**config.mk**
```make
export PLATFORM = sky130hd
export DESIGN_NAME = gf_dsm_mul
export DESIGN_NICKNAME = d
export VERILOG_FILES = /design/src/rtl/gf_dsm_pkg.sv /design/src/rtl/gf_dsm_clmul.sv /design/src/rtl/gf_dsm_pe.sv /design/src/rtl/gf_dsm_frr.sv /design/src/rtl/gf_dsm_mul.sv
export SDC_FILE = /design/constraint.sdc
export NUM_CORES = 1
export LEC_CHECK = 0
export BUFFER_PORTS_ARGS = -buffer_cell sky130_fd_sc_hd__buf_2
export CAP_MARGIN = 10
export CORE_AREA = 2 2 69 71
export DETAILED_ROUTE_END_ITERATION = 8
export DIE_AREA = 0 0 71 73
export PLACE_DENSITY = 0.88
export RECOVER_POWER = 100
export SETUP_SLACK_MARGIN = 0.4
export SLEW_MARGIN = 25
export SYNTH_ARGS = -nofsm -noshare
export SYNTH_HDL_FRONTEND = slang
export SYNTH_HIERARCHICAL = 1
export SYNTH_SLANG_ARGS = --single-unit
```
**constraint.sdc**
```tcl
create_clock -name clk -period 1.8 [get_ports clk]
set_input_delay 0.18 -clock clk [delete_from_list [all_inputs] [get_ports clk]]
set_output_delay 0.18 -clock clk [all_outputs]
set_load 0.1 [all_outputs]
```
**src/rtl/gf_dsm_pkg.sv**
```systemverilog
package gf_dsm_pkg;

  typedef enum logic [2:0] {
    ST_IDLE,
    ST_RUN,
    ST_RECON,
    ST_REDUCE,
    ST_HOLD
  } gf_dsm_state_e;

  function automatic int cdiv(input int num, input int den);
    return (num + den - 1) / den;
  endfunction

endpackage

```
**src/rtl/gf_dsm_clmul.sv**
```systemverilog
// Carry-less product of two N-bit polynomials: a Toeplitz matrix built
// from x_i applied to the vector y_i.
module gf_dsm_clmul #(
  parameter int N = 1
) (
  input  logic [N-1:0]   x_i,
  input  logic [N-1:0]   y_i,
  output logic [2*N-2:0] z_o
);

  always_comb begin
    z_o = '0;
    for (int i = 0; i < N; i++) begin
      for (int j = 0; j < N; j++) begin
        z_o[i+j] = z_o[i+j] ^ (x_i[i] & y_i[j]);
      end
    end
  end

endmodule

```
**src/rtl/gf_dsm_pe.sv**
```systemverilog
// Processing element: point products of one digit against every chunk of
// the multiplicand, XORed into the point-domain accumulator, plus the
// multiplicand advance by x^D modulo the trinomial.
module gf_dsm_pe #(
  parameter  int M    = 7,
  parameter  int K    = 1,
  parameter  int D    = 2,
  localparam int NC   = gf_dsm_pkg::cdiv(M, D),
  localparam int AW   = NC * D,
  localparam bit KA   = (D % 2 == 0),
  localparam int H    = D / 2,
  localparam int PW   = KA ? (2 * H - 1) : (2 * D - 1),
  localparam int NPT  = KA ? 3 : 1,
  localparam int SLOT = NPT * PW,
  localparam int ACCW = NC * SLOT
) (
  input  logic [M-1:0]    a_i,
  input  logic [D-1:0]    digit_i,
  input  logic [ACCW-1:0] acc_i,
  output logic [M-1:0]    a_next_o,
  output logic [ACCW-1:0] acc_next_o
);

  // multiplicand times x^D: overflow bits fold back at 0 and K
  logic [M+D-1:0] shifted;
  logic [D-1:0]   wrap;
  assign shifted  = {a_i, {D{1'b0}}};
  assign wrap     = shifted[M+D-1:M];
  assign a_next_o = shifted[M-1:0] ^ M'(wrap) ^ (M'(wrap) << K);

  logic [AW-1:0]   a_pad;
  logic [ACCW-1:0] pts;
  assign a_pad = AW'(a_i);

  for (genvar j = 0; j < NC; j++) begin : g_chunk
    logic [D-1:0] chunk;
    assign chunk = a_pad[j*D +: D];

    if (KA) begin : g_split
      logic [H-1:0] m_lo, m_hi, m_sum;
      logic [H-1:0] v_lo, v_hi, v_sum;
      assign m_lo  = chunk[H-1:0];
      assign m_hi  = chunk[D-1:H];
      assign m_sum = m_lo ^ m_hi;
      assign v_lo  = digit_i[H-1:0];
      assign v_hi  = digit_i[D-1:H];
      assign v_sum = v_lo ^ v_hi;

      gf_dsm_clmul #(.N(H)) u_lo  (.x_i(m_lo),  .y_i(v_lo),  .z_o(pts[j*SLOT +: PW]));
      gf_dsm_clmul #(.N(H)) u_hi  (.x_i(m_hi),  .y_i(v_hi),  .z_o(pts[j*SLOT + PW +: PW]));
      gf_dsm_clmul #(.N(H)) u_sum (.x_i(m_sum), .y_i(v_sum), .z_o(pts[j*SLOT + 2*PW +: PW]));
    end else begin : g_plain
      gf_dsm_clmul #(.N(D)) u_full (.x_i(chunk), .y_i(digit_i), .z_o(pts[j*SLOT +: PW]));
    end
  end

  assign acc_next_o = acc_i ^ pts;

endmodule

```
**src/rtl/gf_dsm_frr.sv**
```systemverilog
// Shared final reconstruction (point domain to unreduced polynomial) and
// reduction modulo x^M + x^K + 1. The two halves are separated by a
// register held in the top module.
module gf_dsm_frr #(
  parameter  int M    = 7,
  parameter  int K    = 1,
  parameter  int D    = 2,
  localparam int NC   = gf_dsm_pkg::cdiv(M, D),
  localparam int AW   = NC * D,
  localparam bit KA   = (D % 2 == 0),
  localparam int H    = D / 2,
  localparam int PW   = KA ? (2 * H - 1) : (2 * D - 1),
  localparam int NPT  = KA ? 3 : 1,
  localparam int SLOT = NPT * PW,
  localparam int ACCW = NC * SLOT,
  localparam int CPW  = 2 * D - 1,
  localparam int PRW  = AW + D - 1
) (
  input  logic [ACCW-1:0] acc_i,
  output logic [PRW-1:0]  recon_o,
  input  logic [PRW-1:0]  recon_i,
  output logic [M-1:0]    red_o
);

  logic [CPW-1:0] chunk_prod [NC];

  for (genvar j = 0; j < NC; j++) begin : g_rec
    if (KA) begin : g_split
      logic [PW-1:0] p_lo, p_hi, p_sum, p_mid;
      assign p_lo  = acc_i[j*SLOT +: PW];
      assign p_hi  = acc_i[j*SLOT + PW +: PW];
      assign p_sum = acc_i[j*SLOT + 2*PW +: PW];
      assign p_mid = p_lo ^ p_hi ^ p_sum;
      assign chunk_prod[j] = CPW'(p_lo) ^ (CPW'(p_mid) << H) ^ (CPW'(p_hi) << (2 * H));
    end else begin : g_plain
      assign chunk_prod[j] = acc_i[j*SLOT +: PW];
    end
  end

  always_comb begin
    recon_o = '0;
    for (int j = 0; j < NC; j++) begin
      recon_o = recon_o ^ (PRW'(chunk_prod[j]) << (j * D));
    end
  end

  logic [PRW-1:0] work;
  always_comb begin
    work = recon_i;
    for (int i = PRW - 1; i >= M; i--) begin
      if (work[i]) begin
        work[i]         = 1'b0;
        work[i - M + K] = ~work[i - M + K];
        work[i - M]     = ~work[i - M];
      end
    end
    red_o = work[M-1:0];
  end

endmodule

```
**src/rtl/gf_dsm_mul.sv**
```systemverilog
module gf_dsm_mul #(
  parameter int M = 7,
  parameter int K = 1,
  parameter int D = 2
) (
  input  logic         clk,
  input  logic         rst_n,
  input  logic         in_valid,
  output logic         in_ready,
  input  logic [M-1:0] in_a,
  input  logic [M-1:0] in_b,
  output logic         out_valid,
  input  logic         out_ready,
  output logic [M-1:0] out_c
);
  import gf_dsm_pkg::*;

  localparam int NC   = cdiv(M, D);
  localparam int AW   = NC * D;
  localparam bit KA   = (D % 2 == 0);
  localparam int H    = D / 2;
  localparam int PW   = KA ? (2 * H - 1) : (2 * D - 1);
  localparam int NPT  = KA ? 3 : 1;
  localparam int SLOT = NPT * PW;
  localparam int ACCW = NC * SLOT;
  localparam int PRW  = AW + D - 1;
  localparam int CW   = $clog2(NC);

  gf_dsm_state_e   state_q;
  logic [CW-1:0]   cnt_q;
  logic [M-1:0]    a_q;
  logic [AW-1:0]   b_q;
  logic [ACCW-1:0] acc_q;
  logic [PRW-1:0]  recon_q;
  logic [M-1:0]    res_q;

  logic [M-1:0]    a_nx;
  logic [ACCW-1:0] acc_nx;
  logic [PRW-1:0]  recon_d;
  logic [M-1:0]    red_d;

  gf_dsm_pe #(.M(M), .K(K), .D(D)) u_pe (
    .a_i       (a_q),
    .digit_i   (b_q[D-1:0]),
    .acc_i     (acc_q),
    .a_next_o  (a_nx),
    .acc_next_o(acc_nx)
  );

  gf_dsm_frr #(.M(M), .K(K), .D(D)) u_frr (
    .acc_i  (acc_q),
    .recon_o(recon_d),
    .recon_i(recon_q),
    .red_o  (red_d)
  );

  always_ff @(posedge clk or negedge rst_n) begin
    if (!rst_n) begin
      state_q <= ST_IDLE;
      cnt_q   <= '0;
      a_q     <= '0;
      b_q     <= '0;
      acc_q   <= '0;
      recon_q <= '0;
      res_q   <= '0;
    end else begin
      unique case (state_q)
        ST_IDLE: begin
          if (in_valid) begin
            a_q     <= in_a;
            b_q     <= AW'(in_b);
            acc_q   <= '0;
            cnt_q   <= '0;
            state_q <= ST_RUN;
          end
        end
        ST_RUN: begin
          a_q   <= a_nx;
          b_q   <= b_q >> D;
          acc_q <= acc_nx;
          cnt_q <= cnt_q + 1'b1;
          if (cnt_q == CW'(NC - 1)) state_q <= ST_RECON;
        end
        ST_RECON: begin
          recon_q <= recon_d;
          state_q <= ST_REDUCE;
        end
        ST_REDUCE: begin
          res_q   <= red_d;
          state_q <= ST_HOLD;
        end
        ST_HOLD: begin
          if (out_ready) state_q <= ST_IDLE;
        end
        default: state_q <= ST_IDLE;
      endcase
    end
  end

  assign in_ready  = (state_q == ST_IDLE);
  assign out_valid = (state_q == ST_HOLD);
  assign out_c     = res_q;

endmodule

```
== Word level (Yosys, flattened, before mapping) ==
Cells that the tools add are included.

* Eq/ne operators: 8
* Multiplexer cells: 14
* Bitwise logic cells: 41
* Multiply operators: 0
* Order comparisons: 0
* Reduce and logical (&&, ||, !) cells: 4
* Shift operators: 0
* $add $sub $neg: 1
* Div/mod/pow operators: 0

{| class="wikitable"
|+ Operators by type and width
! kind !! count
|-
| $pmux 12 s2 || 1
|-
| $pmux 8 s2 || 1
|-
| $pmux 3 s5 || 1
|-
| $pmux 7 s2 || 1
|-
| $mux 12 || 1
|-
| $xor 1x1->1 || 12
|-
| $xor 12x12->12 || 1
|-
| $xor 3x3->3 || 4
|-
| $and 1x1->1 || 11
|-
| $mux 3 || 3
|-
| $xor 9x7->9 || 1
|-
| $xor 9x9->9 || 1
|-
| $mux 8 || 1
|-
| $xor 1x2->2 || 4
|-
| $mux 7 || 1
|-
| $xor 7x2->7 || 1
|-
| $xor 7x3->7 || 1
|-
| $eq 3x2->1 const B || 2
|-
| $mux 2 || 3
|-
| $xor 3x5->5 || 1
|-
| $ne 2x2->1 const B || 2
|-
| $not 1->1 || 4
|-
| $pmux 2 s2 || 1
|-
| $eq 3x1->1 const B || 1
|-
| other kinds (8) || 8
|}

* Memories kept: 0
* Output and inout bits: 9
* Logic and storage cells: 75
* Memory bits (read-only): 0
* Latch bits: 0
* Register bits after elaboration: 48
* Bits of input ports: 18
* RAM bits: 0

== Logic depth before layout (Yosys ltp) ==
Gate-level depths: netlist of the first run.

* Depth in word-level cells: 7
* Mapped depth: 5
* Mapped depth without buffers: 4

== Hierarchy ==
Netlist of the first run, hierarchy kept.

{| class="wikitable"
|+ Modules (own cells, without submodules)
! module !! times used !! cells each !! area an instance (sq um) !! sequential area each (sq um)
|-
| gf_dsm_mul || 1 || 146 || 1,936.9 || 1,176.1
|-
| gf_dsm_frr || 1 || 20 || 237.7 || 0.0
|-
| gf_dsm_pe || 1 || 24 || 198.9 || 0.0
|-
| gf_dsm_clmul || 12 || 1 || 6.3 || 0.0
|}

== Worst setup path before layout of the first run ==
OpenSTA, ideal clock, no wires.

* Path kind: reg-to-output
* Start point: register state_q[1]
* End point: output port in_ready
* Arrival time: 2,626 ps
* Cell stages (with the launch flop): 3
* Path slack: -1,006 ps
* Buffers on the path: 1
* Data required time: 1,620 ps
* Path through: dfrtp_1 buf_2 nor3_1

* Longest elaborated chain between the ends: 1

{| class="wikitable"
|+ RTL lines
! what !! line !! RTL
|-
| start: declaration || gf_dsm_mul.sv:29 || <nowiki>gf_dsm_state_e state_q;</nowiki>
|-
| start signal: assignment || gf_dsm_mul.sv:59 || <nowiki>state_q <= ST_IDLE;</nowiki>
|-
| start signal: assignment || gf_dsm_mul.sv:74 || <nowiki>state_q <= ST_RUN;</nowiki>
|-
| start signal: assignment || gf_dsm_mul.sv:82 || <nowiki>if (cnt_q == CW'(NC - 1)) state_q <= ST_RECON;</nowiki>
|-
| $logic_not 3->1 || gf_dsm_mul.sv:100 || <nowiki>assign in_ready = (state_q == ST_IDLE);</nowiki>
|-
| end: declaration || gf_dsm_mul.sv:9 || <nowiki>output logic in_ready,</nowiki>
|}

No other way between the ends.

== Worst setup path after layout of the first run ==
* Start point: register state_q[1]
* End point: register a_q[6]

* Longest elaborated chain between the ends: 3
* Elaborated cells between the ends (all ways): 6
* Those cells by class: eq/ne: 2; mux: 1; reduce/logical: 3

{| class="wikitable"
|+ RTL lines
! what !! line !! RTL
|-
| $eq 3x1->1 / $logic_not 3->1 (equally long branches) || gf_dsm_mul.sv:67 || <nowiki>unique case (state_q)</nowiki>
|-
| $reduce_bool 2->1 (no source line) / $ne 2x2->1 (equally long branches) || n/a ||
|-
| $reduce_and 2->1 (no source line) || n/a ||
|-
| end signal: assignment || gf_dsm_mul.sv:70 || <nowiki>a_q <= in_a;</nowiki>
|-
| end signal: assignment || gf_dsm_mul.sv:78 || <nowiki>a_q <= a_nx;</nowiki>
|-
| end: declaration || gf_dsm_mul.sv:31 || <nowiki>logic [M-1:0] a_q;</nowiki>
|}

Several ways; a longest one is shown, not always the timed one.
A chain may end at the register's enable or synchronous reset.

==> results of run 1 <==
==> metal layers <==
layer / routed length, um / global-route usage [%] / share of wire (%) / vias up
met5: 0 / 0 / 0 / -
met4: 95 / 7.34 / 2.0 / 0
met3: 176 / 5.66 / 3.8 / 14
met2: 2340 / 33.4 / 50 / 46
met1: 2030 / 25.3 / 44 / 777
li1: - / - / - / 767
==> cell usage after synthesis, types with 2 or more instances <==
library cell / number / area (um^2)
o22ai_1: 5 / 31.3
and2_1: 12 / 75.1
o21ai_0: 3 / 15.0
mux2_2: 16 / 180
clkbuf_1: 2 / 7.51
nor3_1: 6 / 30.0
dfrtp_1: 47 / 1180
buf_6: 2 / 22.5
a221oi_2: 4 / 60.1
nor2_1: 22 / 82.6
a22o_1: 15 / 131
buf_2: 6 / 30.0
buf_4: 15 / 113
xor2_1: 23 / 201
a221oi_1: 3 / 26.3
nand3b_1: 2 / 15.0
xor3_1: 5 / 119
==> worst max-delay path, cell delays in order (launching register included) <==
cell and delay, ns:
dfrtp_1 0.45, or4b_4 0.61, a221oi_1 0.34, nor2_1 0.10
==> final timing paths <==
path | slack (ns) | from | endpoint
setup / recovery | 0.19 | state_q[1]$_DFFE_PN0P_ | a_q[6]$_DFFE_PN0P_
hold / removal | 0.11 | in_b[6] | b_q[6]$_DFFE_PN0P_
setup reg to reg | 0.19 | state_q[1]$_DFFE_PN0P_ | a_q[6]$_DFFE_PN0P_
hold reg to reg | 0.49 | recon_q[6]$_DFFE_PN0N_ | recon_q[6]$_DFFE_PN0N_
max in group asynchronous | 0.38 | rst_n | state_q[2]$_DFFE_PN0P_
min in group asynchronous | 0.58 | rst_n | recon_q[1]$_DFFE_PN0N_
==> flip-flops by register name (all words and copies together) (netlist names) <==
register	cells
a_q	7
cnt_q	2
state_q	3
b_q	7
recon_q	9
acc_q	12
out_c	7
==> logic make-up after synthesis <==
group / share of synthesized area, %
fa+ha+maj: 0.511
buf+inv: 7.20
compound gates: 11.3
simple gates: 12.4
mux: 7.36
flops: 48.0
xor+xnor: 13.1
other cells: 0.153
==> stage by stage <==
step / util [%] / setup slack (ns) / std cells / area (um^2) / hold WS, ns
after floorplan: - / 0.216 / 202 / 2480 / -0.116
after global placement: 56.9 / 0.212 / 267 / 2580 / 0.148
after detailed placement: 56.9 / 0.169 / 267 / 2580 / 0.154
after CTS: 64.5 / 0.270 / 290 / 2930 / 0.101
after global routing: 62.7 / 0.0976 / 292 / 2850 / 0.103
final: 62.7 / 0.185 / 292 / 2850 / 0.108
==> what timing repair did <==
item | 4_1_cts | 5_1_grt
pin swaps | 11 | 2
endpoints found under the setup margin | 46 | 39
buffers inserted | 11 | 2
resized for setup | 34 | 6
endpoints found under the hold margin | 19 | 0
hold buffers | 1 | 0
gates cloned | 3 | 0
==> layout make-up <==
| type | instances | area [um^2] |
|---|---|---|
| Timing Repair Buffer | 51 | 350 |
| Clock inverter | 2 | 16.3 |
| Multi-Input combinational cell | 131 | 1140 |
| Tap cell | 54 | 67.6 |
| Clock buffer | 6 | 82.6 |
| Sequential cell | 47 | 1180 |
| Inverter | 1 | 7.51 |
| Fill cell | 350 | 1690 |
==> results.txt, run 1 <==
Fin Setup TNS = 0 ns
Syn nets = 221
Largest net degree at the start of global routing = 22
Crit start category = flip-flop
Flops & latches, synth = 47
Total wire length = 4640 um
1st-pass router iterations = 4
Grt ovf = 0
Crit. End Element = flip-flop
Num Clock Sinks = 47
Starting Density = 54.0%
Layout area overhead = 16.2%
DRC = 0
Mapped Cells = 202
Post-DP HPWL = 3030 um
Kind of critical path = reg -> reg
RePlAce Congestion = 0.816
Via Count = 1604
Final hold vios = 0
Count of cell types in the netlist = 31
I/O Buffers = 26
Ys async rst share = 100%
Max Clock Freq = 0.619 GHz
Core ar. = 4540 um^2
Setup Viol. Count Final = 0
Final min period = 1.61 ns
H-tree depth = 2
Max cap viols = 0
Period Utilization, post-route = 89.7%
Nets = 256
Unrepaired setup endpoints after global routing = true
CP arrival = 1.79 ns
Crit path required time = 1.98 ns
Slew of the pin with the lowest slew margin = 1.07 ns
GRT Total Usage = 20.1%
Clock tree buffer depth = 2
Commonest non-fill, non-tap cell in the layout = dfrtp_1
Die width = 71 um
Mapped cell area = 2450 um^2
Number of synthesized flops with an enable pin = 0
Iteration-0 DRC count of the detailed router = 65
I/O pins = 27
Antenna fix cells = 0
DR WL/cell = 15.9 um
CP Max Fanout = 6
Die ar. = 5180 um^2
Worst r2r path cells = 3
Worst slew margin = 28.5%
Layout cells sized above 1 = 34.0%
Hold path depth = 2
Row cnt = 25
Count of final max-slew check failures = 0
Seq/Total Area, Yosys = 48.0%
Vias in the first global route = 1664
Worst Hold Class = in -> reg
Mean Syn Cell Area = 12.1 um^2
Vias per cell = 5.49
Clock Skews = 0.0150 ns
Initial antenna violation count = 0
CTS Root Buffer Type = clkbuf_8
TritonCTS clock tree = yes
Synth Flop Type = dfrtp_1
Clk_lat worst skew = 0.31 ns
Syn. warnings = 6
Die Span Y = 73 um
Commonest non-fill, non-tap cells in the layout = 45 x dfrtp_1, 23 x xor2_1, 20 x nor2_1, 16 x buf_2, 15 x a22o_1
Outcome = finished, final reports clean
First-pass GRT wire length = 7990 um
Antenna Nets Post-Route = 0
Reg clk slew, reported paths = 0.08 ns
TritonCTS Buffers = 5
Power of run 1 is not shown: default switching activity piles up to over one toggle a cycle in this logic, so the estimate is an artifact.
==> run 2: changes to the inputs <==
Settings changed: ABC_AREA from default to 1, CORE_AREA 2 2 69 71 to 2 2 73 75, DIE_AREA 0 0 71 73 to 0 0 75 77.
==> run 2 against run 1 <==
- highest routed layer unchanged
- critical endpoint is now out_valid
- cell area is 11% higher
- sequential share of layout area is 4.1 points lower
- clock skew is 0.010 ns lower
==> results.txt, run 2 <==
Starting Density = 55.8% (+1.8 points)
Slowest cell delay on critical path = 0.40 ns (-0.21 ns)
Crit. Startpoint = state_q[0]$_DFFE_PN0P_
CP arrival = 1.40 ns (-0.39 ns)
Crit. End Element = primary output
Pleak = 1.91 nW
Fin Setup TNS = 0 ns (unchanged)
Mean Syn Cell Area = 6.49 um^2 (-46%)
Slowest-stage cell, CP = dfrtp_1
Num Clock Sinks = 47 (unchanged)
TritonCTS Buffers = 5 (unchanged)
Total wire length = 5810 um (+25%)
PD cells = 2000 nW/um^2
Antenna Nets Post-Route = 0 (unchanged)
Unrepaired setup endpoints after global routing = true
Placed inst area = 2920 um^2 (+13%)
Final hold vios = 0 (unchanged)
Syn nets = 447 (+100%)
Kind of critical path = reg -> out
Initial antenna violation count = 0 (unchanged)
Max cap viols = 0 (unchanged)
Crit path required time = 1.62 ns (-0.36 ns)
Clock tree buffer depth = 2 (unchanged)
Biggest regs = acc_q: 12 flops, recon_q: 9 flops
Mapped Cells = 428 (+110%)
Layout area overhead = 13.4%
GRT Total Usage = 20.5% (+0.37 points)
Bufs and invs on worst path = 2 (+2)
Iteration-0 DRC count of the detailed router = 100 (+54%)
Ys async rst share = 100% (unchanged)
Worst Hold Class = in -> reg
Die Span Y = 77 um (+5.5%)
Clk_lat worst skew = 0.31 ns (about the same)
H-tree depth = 2 (unchanged)
RePlAce Congestion = 0.809 (-0.87%)
Row cnt = 26 (+4.0%)
Clock Skews = 0.00482 ns (-0.0102 ns)
Die ar. = 5780 um^2 (+11%)
Largest register by flop count = acc_q
CTS Root Buffer Type = clkbuf_8
Via Count = 2473 (+54%)
Reg-to-Reg Start = state_q[0]$_DFFE_PN0P_
Outcome = finished, final reports clean
Number of synthesized flops with an enable pin = 0 (unchanged)
Largest register FFs = 12 (unchanged)
Max Clock Freq = 0.633 GHz (+2.2%)
Synth top area share = 42.3% (-5.7 points)
Synth Flop Type = dfrtp_1
Max IR drop VDD = 0.869 mV
Slew of the pin with the lowest slew margin = 0.647 ns (-0.425 ns)
I/O Buffers = 26 (unchanged)
Count of cell types in the netlist = 20 (-35%)
Nets = 469 (+83%)
Hold Slack = 0.0778 ns (-0.0303 ns)
CP Max Fanout = 2 (-4)
Count leader, synth = nand2_1
Area contributors post-synth = dfrtp_1 42%, nand2_1 31%, inv_1 10%, buf_4 4.6%, nand3_1 3.4%
Layout cells sized above 1 = 12.0% (-22 points)
Vias in the first global route = 2237 (+34%)
Worst min-delay path startpoint = in_b[6]
DR WL/cell = 11.2 um (-30%)
I/O pins = 27 (unchanged)
Family with the most delay on the worst path = buffers and inverters
Fin area = 3150 um^2 (+11%)
Synth cell count leaders = 231 x nand2_1, 75 x inv_1, 47 x dfrtp_1
DRC = 0 (unchanged)
Vias per cell = 4.75 (-14%)
Critical Path, Cell by Cell = clkbuf_1 -> nor3_4 -> clkbuf_4
Setup Viol. Count Final = 0 (unchanged)
Grt ovf = 0 (unchanged)
Reg clk slew, reported paths = 0.09 ns (about the same)
Commonest non-fill, non-tap cells in the layout = 231 x nand2_1, 74 x inv_1, 46 x dfrtp_1, 19 x nand3_1, 16 x buf_2
Crit start category = flip-flop
Antenna fix cells = 0 (unchanged)
Flops & latches, synth = 47 (unchanged)
First-pass GRT wire length = 9320 um (+17%)
Commonest non-fill, non-tap cell in the layout = nand2_1
Final min period = 1.58 ns (-0.0348 ns)
Period Utilization, post-route = 87.8% (-1.9 points)
TritonCTS clock tree = yes
Yosys top cell by area = dfrtp_1
Worst slew margin = 56.9% (+28 points)
Core ar. = 4980 um^2 (+9.7%)
Overall power = 6.30 mW
Syn. warnings = 6 (unchanged)
Fill cells = 444 (+27%)
Post-DP HPWL = 3800 um (+25%)
Seq/Total Area, Yosys = 42.3% (-5.7 points)
Die width = 75 um (+5.6%)
Count of final max-slew check failures = 0 (unchanged)
Mapped cell area = 2780 um^2 (+13%)
1st-pass router iterations = 4 (unchanged)
Largest net degree at the start of global routing = 26 (+18%)
-- run 2: path summary, 6_finish.rpt --
kind | endpoint | slack, ns | depth (start not counted)
setup / recovery | out_valid | 0.22 | 3
hold / removal | b_q[6]$_DFFE_PN0P_ | 0.08 | 3
max in group asynchronous | state_q[1]$_DFFE_PN0P_ | 0.82 | 3
min in group asynchronous | cnt_q[0]$_DFFE_PN0P_ | 0.43 | 2
setup reg to reg | acc_q[11]$_DFFE_PN0P_ | 0.22 | 8
hold reg to reg | recon_q[3]$_DFFE_PN0N_ | 0.48 | 2
-- run 2: where the power goes --
part	internal (mW)	switching, mW
Combinational	1.20	2.36
Sequential	1.50	0.442
Clock	0.414	0.388
-- run 2: per-layer routing --
| metal | vias up | GRT usage [%] | routed length [um] |
|---|---|---|---|
| li1 | 1270 | - | - |
| met1 | 1137 | 24.5 | 2440 |
| met2 | 52 | 34.3 | 3000 |
| met3 | 14 | 4.60 | 222 |
| met4 | 0 | 8.93 | 146 |
| met5 | - | 0 | 0 |
-- run 2: cell type report --
type	instances	area (um^2)	share of cell area, %
clock buffer	5	68.8	2.18
clock inverter	3	43.8	1.39
inverter	78	304	9.65
multi-input combinational	278	1150	36.6
sequential	47	1180	37.4
tap	70	87.6	2.78
timing repair buffer	40	317	10.0
-- run 2: timing repair --
| item | in CTS | in global routing |
|---|---|---|
| endpoints found under the setup margin | 3 | 37 |
| gates cloned | 0 | 1 |
| resized for setup | 8 | 21 |
| pin swaps | 2 | 3 |
| endpoints found under the hold margin | 22 | 0 |
| buffers inserted | 5 | 1 |
| hold buffers | 1 | 0 |
-- run 2: logic make-up (layout without fill, tap and decap cells) --
logic type               after synthesis  after routing  share of synthesized area [%]
buffers and inverters                103            126                           16.4
AND/OR/NAND/NOR                      259            259                           36.8
flip-flops                            47             47                           42.3
adder cells (fa/ha/maj)                1              1                          0.450
AO/OA/AOI/OAI                         11             11                           1.98
multiplexers                           1              1                          0.360
XOR/XNOR                               5              5                           1.58
other                                  1              1                          0.135
-- run 2: worst register-to-register path: cells and delay by family (launching register included) --
family                 cells  cell delay, ns
buffers and inverters      4            0.71
and+or+nand+nor            4            0.43
DFF                        1            0.38
-- run 2: per-stage QoR --
stage / util [%] / setup slack, ns / std cells
3_5_place_dp: 58.7 / 0.410 / 505
2_1_floorplan: - / 0.278 / 428
5_1_grt: 63.3 / 0.157 / 521
6_report: 63.3 / 0.220 / 521
3_3_place_gp: 58.7 / 0.484 / 505
4_1_cts: 62.7 / 0.317 / 519
No activity file was read; power rests on OpenSTA's default activity.
==> run 3: changes to the inputs <==
Settings changed: SETUP_SLACK_MARGIN 0.4 to 0.2, SKIP_CTS_REPAIR_TIMING from default to 1.
==> run 3 against run 2 <==
- fmax decreased by 2.9%
- non-clock buffer count fell by 6
- global-route usage is 0.52 points lower
- count of clock-buffer cells in the layout grew 1
- worst setup slack worse by 0.046 ns
- register-to-register slack better by 0.04 ns
- critical path depth rose by 2
- power down 4.8%
- die area is the same
==> results.txt, run 3 (same netlist as run 2, synthesis figures left out) <==
Outcome = finished, final reports clean
DRC = 0 (unchanged)
Reg-to-Reg Start = state_q[0]$_DFFE_PN0P_
Setup Viol. Count Final = 0 (unchanged)
Die width = 75 um (unchanged)
First-pass GRT wire length = 9270 um (-0.53%)
Nets = 463 (-1.3%)
Antenna fix cells = 0 (unchanged)
Core ar. = 4980 um^2 (unchanged)
TritonCTS Buffers = 5 (unchanged)
Biggest regs = acc_q: 12 flops, recon_q: 9 flops
Worst r2r path cells = 5 (-3)
Unrepaired setup endpoints after global routing = true
Post-DP HPWL = 3790 um (-0.34%)
Final min period = 1.63 ns (+0.0465 ns)
Die Span Y = 77 um (unchanged)
Dpl ws = 0.443 ns (+0.0331 ns)
Vias in the first global route = 2282 (+2.0%)
Overall power = 5.99 mW (-4.8%)
Slew of the pin with the lowest slew margin = 0.619 ns (-0.0280 ns)
Commonest non-fill, non-tap cells in the layout = 232 x nand2_1, 74 x inv_1, 46 x dfrtp_1, 20 x nand3_1, 17 x buf_2
Pleak = 1.86 nW (-2.6%)
Crit start category = flip-flop
I/O pins = 27 (unchanged)
Hold path depth = 3 (unchanged)
Grt ovf = 0 (unchanged)
Family with the most delay on the worst path = flip-flops
Critical Path, Cell by Cell = nor2_4 -> buf_6 -> nand2_1 -> clkinvlp_4 -> buf_12
Layout area overhead = 9.91%
Worst slew margin = 58.7% (+1.9 points)
Reg2Reg Capture Point = b_q[6]$_DFFE_PN0P_
Busiest grt layer = met2
R2r setup slk = 0.26 ns (+0.04 ns)
CP arrival = 1.45 ns (+0.05 ns)
Largest register FFs = 12 (unchanged)
H-tree depth = 2 (unchanged)
Crit path required time = 1.62 ns (about the same)
Max Clock Freq = 0.615 GHz (-2.9%)
Fin Setup TNS = 0 ns (unchanged)
Layout cells sized above 1 = 10.8% (-1.2 points)
Met2 Use GR = 34.2% (-0.088 points)
Worst min-delay path startpoint = in_b[5]
Crit. End Element = primary output
Max IR drop VDD = 1.00 mV (+15%)
Initial antenna violation count = 0 (unchanged)
1st-pass router iterations = 4 (unchanged)
Slowest-stage cell, CP = dfrtp_1
Routing usage on met3 = 3.94% (-0.66 points)
Met1 Usage GRT = 25.4% (+0.86 points)
Clk_lat worst skew = 0.30 ns (about the same)
Num Clock Sinks = 47 (unchanged)
Reg clk slew, reported paths = 0.09 ns (about the same)
DR WL/cell = 10.1 um (-9.9%)
CP Max Fanout = 13 (+11)
Die ar. = 5780 um^2 (unchanged)
GRT Total Usage = 20.0% (-0.52 points)
Worst Hold Class = in -> reg
RePlAce Congestion = 0.814 (+0.64%)
Antenna Nets Post-Route = 0 (unchanged)
Slowest cell delay on critical path = 0.50 ns (+0.10 ns)
Kind of critical path = reg -> out
Largest register by flop count = acc_q
Iteration-0 DRC count of the detailed router = 123 (+23%)
CTS Root Buffer Type = clkbuf_8
Vias per cell = 4.67 (-1.7%)
Count of final max-slew check failures = 0 (unchanged)
Clock tree buffer depth = 2 (unchanged)
Total wire length = 5180 um (-11%)
TritonCTS clock tree = yes
Row cnt = 26 (unchanged)
Max cap viols = 0 (unchanged)
Period Utilization, post-route = 90.3% (+2.6 points)
Via Count = 2403 (-2.8%)
Clock Skews = 0.00631 ns (+0.00149 ns)
Starting Density = 55.8% (unchanged)
Hold Slack = 0.0882 ns (+0.0103 ns)
PD cells = 1960 nW/um^2 (-1.8%)
Final hold vios = 0 (unchanged)
Worst hold endpoint = b_q[5]$_DFFE_PN0P_
I/O Buffers = 26 (unchanged)
Bufs and invs on worst path = 3 (+1)
Largest net degree at the start of global routing = 26 (unchanged)
Commonest non-fill, non-tap cell in the layout = nand2_1
Min setup slack post-route = 0.174 ns (-0.0465 ns)
## run 3: area by class of cell
cell class	count	area [um^2]
clock buffers	6	72.6
flip-flops and latches	47	1180
repair buffers	34	209
fillers	450	1920
clock inverters	2	60.1
well taps	70	87.6
inverters	78	297
multi-input cells	278	1150
## run 3: worst min-delay path, delay by kind of cell
kind,cells,cell delay [ns]
buf+inv,1,0.07
compound gates,1,0.06
simple gates,1,0.04
## run 3: layer usage
metal / wire length [um] / vias to the layer above
li1: - / 1257
met1: 2350 / 1096
met2: 2600 / 46
met3: 197 / 4
met4: 24 / 0
met5: 0 / -
## run 3: report_power, final
group | internal, mW | leakage (nW) | switching (mW)
clock | 0.555 | 0.0654 | 0.349
combinational | 0.950 | 1.19 | 2.16
sequential | 1.50 | 0.607 | 0.479
## run 3: per-stage QoR
stage / std cells / utilization, % / area, um^2
3_3_place_gp: 505 / 58.7 / 2920
4_1_cts: 513 / 61.3 / 3050
6_report: 515 / 61.3 / 3050
2_1_floorplan: 428 / - / 2790
3_5_place_dp: 505 / 58.7 / 2920
5_1_grt: 515 / 61.3 / 3050
## run 3: worst max-delay path by stage
stage | slack (ns) | endpoint | from | depth (start not counted)
finish | 0.17 | in_ready | state_q[0]$_DFFE_PN0P_ | 5
detailed placement | 0.44 | out_c[1]$_DFFE_PN0P_ | state_q[0]$_DFFE_PN0P_ | 2
global route | 0.11 | in_ready | state_q[0]$_DFFE_PN0P_ | 5
floorplan | 0.15 | out_valid | state_q[1]$_DFFE_PN0P_ | 2
CTS | 0.13 | in_ready | state_q[0]$_DFFE_PN0P_ | 5
global placement | 0.50 | out_c[6]$_DFFE_PN0P_ | state_q[0]$_DFFE_PN0P_ | 3
